File: src/rtl/lockstep_replay_gate.sv
module lockstep_replay_gate #(
  parameter int TS_W  = 16,
  parameter int PAY_W = 32,
  parameter int DEPTH = 8
) (
  input  logic             clk,
  input  logic             rst_n,
  input  logic [TS_W-1:0]  lag_cfg,
  input  logic [TS_W-1:0]  slack_lo,
  input  logic [TS_W-1:0]  slack_hi,
  input  logic             in_valid,
  input  logic [TS_W-1:0]  in_ts,
  input  logic [PAY_W-1:0] in_data,
  output logic             in_full,
  output logic             out_valid,
  output logic [TS_W-1:0]  out_ts,
  output logic [PAY_W-1:0] out_data,
  output logic [TS_W-1:0]  local_time,
  output logic             slack_valid,
  output logic [TS_W-1:0]  slack_val,
  output logic             retard_slave,
  output logic             retard_master,
  output logic             late_err
);

  localparam int PTR_W = (DEPTH > 1) ? $clog2(DEPTH) : 1;
  localparam int CNT_W = $clog2(DEPTH + 1);
  localparam logic [PTR_W-1:0] LAST = PTR_W'(DEPTH - 1);

  logic [TS_W-1:0]  cyc_q;
  logic [TS_W-1:0]  ts_mem  [DEPTH];
  logic [PAY_W-1:0] pay_mem [DEPTH];
  logic [PTR_W-1:0] wr_ptr, rd_ptr;
  logic [CNT_W-1:0] count;

  logic signed [TS_W-1:0] arr_slack;
  logic signed [TS_W-1:0] head_gap;
  logic accept, pop;

  assign local_time = cyc_q - lag_cfg;
  assign in_full    = (count == CNT_W'(DEPTH));
  assign accept     = in_valid && !in_full;
  assign arr_slack  = in_ts - local_time;

  assign out_ts    = ts_mem[rd_ptr];
  assign out_data  = pay_mem[rd_ptr];
  assign head_gap  = out_ts - local_time;
  assign out_valid = (count != '0) && (head_gap <= 0);
  assign pop       = out_valid;

  always_ff @(posedge clk) begin
    if (!rst_n) cyc_q <= '0;
    else        cyc_q <= cyc_q + 1'b1;
  end

  always_ff @(posedge clk) begin
    if (accept) begin
      ts_mem[wr_ptr]  <= in_ts;
      pay_mem[wr_ptr] <= in_data;
    end
  end

  always_ff @(posedge clk) begin
    if (!rst_n) begin
      wr_ptr <= '0;
      rd_ptr <= '0;
      count  <= '0;
    end else begin
      if (accept) wr_ptr <= (wr_ptr == LAST) ? '0 : wr_ptr + 1'b1;
      if (pop)    rd_ptr <= (rd_ptr == LAST) ? '0 : rd_ptr + 1'b1;
      if (accept && !pop)      count <= count + 1'b1;
      else if (pop && !accept) count <= count - 1'b1;
    end
  end

  always_ff @(posedge clk) begin
    if (!rst_n) begin
      slack_valid   <= 1'b0;
      slack_val     <= '0;
      retard_slave  <= 1'b0;
      retard_master <= 1'b0;
      late_err      <= 1'b0;
    end else begin
      slack_valid <= accept;
      if (accept) begin
        slack_val     <= arr_slack;
        retard_slave  <= arr_slack < $signed(slack_lo);
        retard_master <= arr_slack > $signed(slack_hi);
        if (arr_slack <= 0) late_err <= 1'b1;
      end
    end
  end

endmodule


File: config.mk
export PLATFORM = sky130hd
export DESIGN_NAME = lockstep_replay_gate
export DESIGN_NICKNAME = d
export VERILOG_FILES = /design/src/rtl/lockstep_replay_gate.sv
export SDC_FILE = /design/constraint.sdc
export NUM_CORES = 1
export LEC_CHECK = 0
export BUFFER_PORTS_ARGS = -buffer_cell sky130_fd_sc_hd__buf_4
export CORE_ASPECT_RATIO = 1.5
export CORE_MARGIN = 2
export CORE_UTILIZATION = 40
export CTS_CLUSTER_DIAMETER = 60
export DETAILED_ROUTE_END_ITERATION = 8
export SLEW_MARGIN = 20
export SYNTH_ARGS = -nofsm -noshare
export SYNTH_HDL_FRONTEND = slang
export SYNTH_SLANG_ARGS = --single-unit
File: constraint.sdc
create_clock -name clk -period 10.52 [get_ports clk]
set_input_delay 2.104 -clock clk [delete_from_list [all_inputs] [get_ports clk]]
set_output_delay 2.104 -clock clk [all_outputs]
set_load 0.02 [all_outputs]
==> flow_summary.yaml, run 1 <==
worst_setup_path:
  path_cells: "buf_4 > inv_1 > ha_1 > nor2b_1 > o21ai_0 > a21oi_1 > o21ai_0 > nand2b_1 > a21oi_1 > o21bai_1 > a21o_1 > a21o_1 > a311oi_1 > xor2_1 > ha_1 > a21oi_1 > o21ai_1 > a211oi_1 > nor3_1 > a311oi_1 > nand4_1 > and2_1 > inv_2 > buf_4"
  crit_slowest_cell: "a311oi_1"
  crit_end: "out_valid"
  cp_common_cell: "a21oi_1"
  startpoint_type: "primary input"
  cpPeakStageDelay_ns: 0.44
  worstPathArrival_ns: 6.67
  cp_top_family: "compound AO/OA/AOI/OAI gates"
  path_depth: 24
  crit_start: "lag_cfg[2]"
  cp_num_buf_inv: 4
  r2r-end: "count[3]"
  regToRegSetupSlack_ns: 3.86
  critPathKind: "in2out"
  critPathRequiredTime_ns: 8.42
  reg2reg_depth: 23
  cp_max_fo: 11
  cp-end-kind: "primary output"
synth:
  async_reset_ff_share_pct: 0
  yosysUniqueCellTypes: 76
  ys_seq_area_share_pct: 63.2
  synth_area_um2: 19800
  synthXorXnorAreaFrac_pct: 2.12
  yosys.area_share.adder_pct: 5.18
  synth_compound_area_share_pct: 6.13
  syn_inst: 1266
  yosysWarnings: 0
  synth_area_leaders: "edfxtp_1 58%, mux4_2 11%, dfxtp_1 5.0%"
  synth_top_area_cell: "edfxtp_1"
  yosys.area_share.simple_pct: 6.71
  synth_area_per_cell_um2: 15.6
  synth_ff_type: "edfxtp_1"
  synthMuxAreaShare_pct: 14.0
  yosysTopAreaCellShare_pct: 58.3
  synth.ff_latch_count: 433
  synth_top_family_by_area: "multiplexers"
  synth-edff-count: 384
  syn_nets: 1443
placed_design:
  place_ws_ns: 1.71
  hpwlAfterDp_um: 30000
  io_buffers: 184
  gp_congestion: 0.774
layout:
  drive_gt1_share_pct: 28.5
  final_util_pct: 47.9
  diodes: 0
  syn_to_final_growth_pct: 18.2
  layout.nets: 1644
timing:
  post-route-period-util_pct: 83.4
  relSlewSlack_pct: 30.6
  period_needed_ns: 8.77
  setup_viol: 0
  setup_slack_ns: 1.75
  worstMarginPinSlew_ns: 1.04
  finClkSkew_ns: 0.0224
  totalNegativeSetupSlack_ns: 0
  maxSlewViolCount: 0
  fmaxAchievable_mhz: 114
  hold_violations: 0
  rsz0062_at_grt: "false"
power_and_ir_drop:
  irDropWorstVdd_v: 0.000124
  leakagePower_uw: 0.00842
  pwr_density_cell_nw_per_um2: 214
drt:
  wire_per_inst_um: 21.6
  ant_nets: 0
  drt-pass1-iter-count: 5
  vias_per_cell: 5.29
  drc: 0
  vias: 11400
  routed_wl_um: 46600
  drt_iter0_markers: 644
floorplanning:
  rows: 99
  io_pins: 185
  core_area_um2: 48800
  start_util_pct: 40.6
  die_w_um: 186
  die_h_um: 276
  dieArea_um2: 51300
worst_hold_path:
  min_path_type: "reg2reg"
global_route:
  antenna_found_initial: 1
  grt_max_degree: 60
  groute.usage.overall_pct: 18.2
  grt_pass1_vias: 12200
  grt_pass1_wl_um: 70300
  grt_overflow: 0
cts:
  cts_hold_buf: 0
  root_buffer: "clkbuf_16"
  worstSkewPairLatency_ns: 0.55
  post-cts-setup-buffer-count: 0
  cts_tree: "built"
  cts_sinks: 433
  h-tree-depth: 2
  cts-resized-gates: 0
  cts_made_buffers: 44
  ctsLongestPathBuffers: 3
  path_clk_slew_ns: 0.06
outcome:
  status: "complete, no violations"
run:
  max_cap_violations: 0
## state kept, by name (all words and copies together) (netlist names), named ones only
register,cells
pay_mem,256
ts_mem,128
cyc_q,16
slack_val,16
count,4
rd_ptr,3
wr_ptr,3
late_err,1
retard_master,1
retard_slave,1
slack_valid,1
## area by class of cell
cell class                 instances  area, um^2
clock inverter                    26         256
multi-input combinational        699        6800
sequential                       433       12500
inverter                          90         338
clock buffer                      55        1150
tap                              656         821
timing repair buffer             199        1490
fill                            4303       25400
## through the flow
stage,power (uW),hold slack [ns],cell area [um^2],cells
final,5010,0.469,23400,2158
after detailed placement,3550,0.467,22000,2077
after floorplan,3060,0.444,19800,1266
after global placement,3530,0.464,22000,2077
after CTS,5090,0.476,23400,2158
after global routing,5250,0.504,23400,2158
## tightest hold or removal path: cells and delay by family (launching register included)
kind	cells	cell delay, ns
flops	1	0.31
simple gates	1	0.05
compound gates	1	0.06
## cell usage after synthesis (13+ instances only)
cell type / number
a21boi_0: 13
ha_1: 74
nand2_1: 54
nand3_1: 18
clkbuf_1: 28
xor2_1: 13
mux4_2: 95
o21a_1: 14
mux2_2: 44
o21ai_0: 23
dfxtp_1: 49
a21o_1: 13
nor3_1: 19
inv_1: 88
a21oi_1: 30
xnor2_1: 35
nor2_1: 51
and2_1: 20
nor2b_1: 13
edfxtp_1: 384
## cell families (layout without fill, tap and decap cells)
| group | after synthesis | count (layout) |
|---|---|---|
| AOI/OAI and AO/OA | 169 | 169 |
| xor gates and xnor gates | 48 | 48 |
| buffers and inverters | 134 | 370 |
| adders and majority gates | 80 | 80 |
| and+or+nand+nor | 251 | 251 |
| muxes | 151 | 151 |
| DFF | 433 | 433 |
## worst min-delay path by stage
stage,slack [ns],to,start,cells after the start
final,0.47,slack_val[15],slack_val[15],2
after global routing,0.50,slack_val[7],slack_val[7],2
after CTS,0.48,slack_val[15],slack_val[15],2
after detailed placement,0.47,slack_val[11],slack_val[11],2
after global placement,0.46,slack_val[11],slack_val[11],2
after floorplan,0.44,cyc_q[0],cyc_q[0],1
## report_power, final
part	internal (uW)	switching (uW)
logic	664	786
clock network	882	647
registers	1960	69.2
total	3510	1500
## layer usage
metal,vias up,wire [um],global-route usage [%]
met5,-,0,0
met4,0,1650,6.54
met3,74,1900,2.86
met2,227,25200,34.4
met1,5790,17900,20.4
li1,5317,-,-
## placed cells by master, fill, tap and decap left out, types with 16 or more instances in the layout
cell type,count
a21oi_1,30
and2_1,20
buf_4,199
clkbuf_16,44
dfxtp_1,46
edfxtp_1,384
ha_1,74
inv_1,88
mux2_2,44
mux4_2,95
nand2_1,54
nand3_1,18
nor2_1,50
nor3_1,16
o21ai_0,23
xnor2_1,35
(Power assumes the default switching activity.)
==> run 2: changes to the inputs <==
==> constraint.sdc (replaced) <==
create_clock -name clk -period 8.5 [get_ports clk]
set_input_delay 1.7 -clock clk [delete_from_list [all_inputs] [get_ports clk]]
set_output_delay 1.7 -clock clk [all_outputs]
set_load 0.02 [all_outputs]
==> flow_summary.yaml, run 2 (synthesis gave the netlist of run 1 again) <==
timing:
  finClkSkew_ns: 0.0185
  hold_violations: 0
  worstMarginPinSlew_ns: 1.01
  totalNegativeSetupSlack_ns: 0
  post-route-period-util_pct: 94.3
  fmaxAchievable_mhz: 125
  maxSlewViolCount: 0
  relSlewSlack_pct: 32.3
  period_needed_ns: 8.02
  setup_viol: 0
  rsz0062_at_grt: "false"
layout:
  regArea_um2: 12500
  syn_to_final_growth_pct: 18.2
  mostFrequentLayoutCell: "edfxtp_1"
  largest_reg_flops: 256
  diodes: 0
  layout.nets: 1649
  reg.largest.list: "pay_mem x256, ts_mem x128"
  regMostFlops: "pay_mem"
  final_util_pct: 48.0
  multi_input_area_um2: 6800
  fillerInstances: 4290
  final_cell_mix: "384 x edfxtp_1, 205 x buf_4, 95 x mux4_2"
  design_area_um2: 23400
  drive_gt1_share_pct: 29.1
worst_setup_path:
  rr_startpoint: "cyc_q[2]"
  worstPathArrival_ns: 6.32
  startpoint_type: "primary input"
  critPathKind: "in2out"
  cp_max_fo: 11
  crit_start: "lag_cfg[2]"
  cp-end-kind: "primary output"
  critPathRequiredTime_ns: 6.80
placed_design:
  dpl-instance-area_um2: 22000
  io_buffers: 184
  gp_congestion: 0.788
  hpwlAfterDp_um: 30600
global_route:
  groute.usage.overall_pct: 18.0
  grt_pass1_vias: 12100
  grt_overflow: 0
  antenna_found_initial: 1
  grt_max_degree: 57
  grt_pass1_wl_um: 69500
power_and_ir_drop:
  irDropWorstVdd_v: 0.000152
  pwr_density_cell_nw_per_um2: 262
  leakagePower_uw: 0.00843
floorplanning:
  die_w_um: 186
  dieArea_um2: 51300
  io_pins: 185
  rows: 99
  die_h_um: 276
  start_util_pct: 40.6
  core_area_um2: 48800
cts:
  root_buffer: "clkbuf_16"
  cts_sinks: 433
  worstSkewPairLatency_ns: 0.55
  cts_tree: "built"
  cts-resized-gates: 0
  ctsLongestPathBuffers: 3
  post-cts-setup-buffer-count: 0
  h-tree-depth: 2
  path_clk_slew_ns: 0.06
  cts_hold_buf: 0
  cts_made_buffers: 43
drt:
  vias_per_cell: 5.29
  drt-pass1-iter-count: 5
  ant_nets: 0
  drt_iter0_markers: 622
  wire_per_inst_um: 21.2
  drc: 0
  routed_wl_um: 45900
  vias: 11400
worst_hold_path:
  hp-start: "slack_val[15]"
  min_path_type: "reg2reg"
outcome:
  status: "complete, no violations"
run:
  max_cap_violations: 0
## run 2: changes by cell type in the layout (fill, tap and decap cells not counted), sizes merged
cell,before,now
clkbuf,55,57
inv,92,91
buf,199,205
clkinvlp,2,4
clkinv,18,15
bufinv,4,2
## run 2: area by class of cell
type                       instances  area share (%)
sequential                       433            53.5
multi-input combinational        699            29.1
timing repair buffer             205            6.58
clock buffer                      57            5.08
tap                              656            3.51
inverter                          90            1.44
clock inverter                    22           0.813
## run 2: where the power goes
| group | total, uW | switching, uW | leakage [uW] | internal [uW] |
|---|---|---|---|---|
| logic | 1790 | 963 | 0.00388 | 825 |
| clock network | 1830 | 778 | 0.000666 | 1050 |
| registers | 2520 | 87.1 | 0.00389 | 2430 |
## run 2: metrics by stage
| step | hold slack [ns] | power, uW | worst slack, ns | std cells |
|---|---|---|---|---|
| 2_1_floorplan | 0.444 | 3780 | 0.907 | 1266 |
| 6_report | 0.473 | 6140 | 0.481 | 2162 |
| 3_5_place_dp | 0.463 | 4390 | 0.446 | 2083 |
| 3_3_place_gp | 0.465 | 4370 | 0.589 | 2083 |
| 4_1_cts | 0.478 | 6240 | 0.441 | 2162 |
| 5_1_grt | 0.501 | 6450 | 0.139 | 2162 |
## run 2: critical path, cell delays in order
cell and delay, ns:
buf_4 0.08, inv_1 0.03, ha_1 0.34, nor2b_1 0.14, o21ai_0 0.21, a21oi_1 0.13, o21ai_0 0.16, nand2b_1 0.10
a21oi_1 0.16, o21bai_1 0.11, a21o_1 0.19, a21o_1 0.20, a311oi_1 0.46, xor2_1 0.30, ha_1 0.40, a21oi_1 0.19
o21ai_1 0.08, a211oi_1 0.31, nor3_1 0.08, a311oi_1 0.27, nand4_1 0.16, and2_1 0.29, inv_2 0.07, buf_4 0.13
## run 2: path summary, 6_finish.rpt
kind / to / slack, ns / depth (start not counted)
hold reg to reg: slack_val[15] / 0.47 / 2
hold / removal: slack_val[15] / 0.47 / 2
setup reg to reg: count[3] / 2.14 / 29
setup / recovery: out_valid / 0.48 / 24
## run 2: routing by layer
layer | share of wire [%] | track usage [%] | vias up
met5 | 0 | 0 | -
met4 | 3.4 | 6.66 | 0
met3 | 4.1 | 2.85 | 82
met2 | 54 | 33.7 | 248
met1 | 38 | 20.3 | 5778
li1 | - | - | 5332
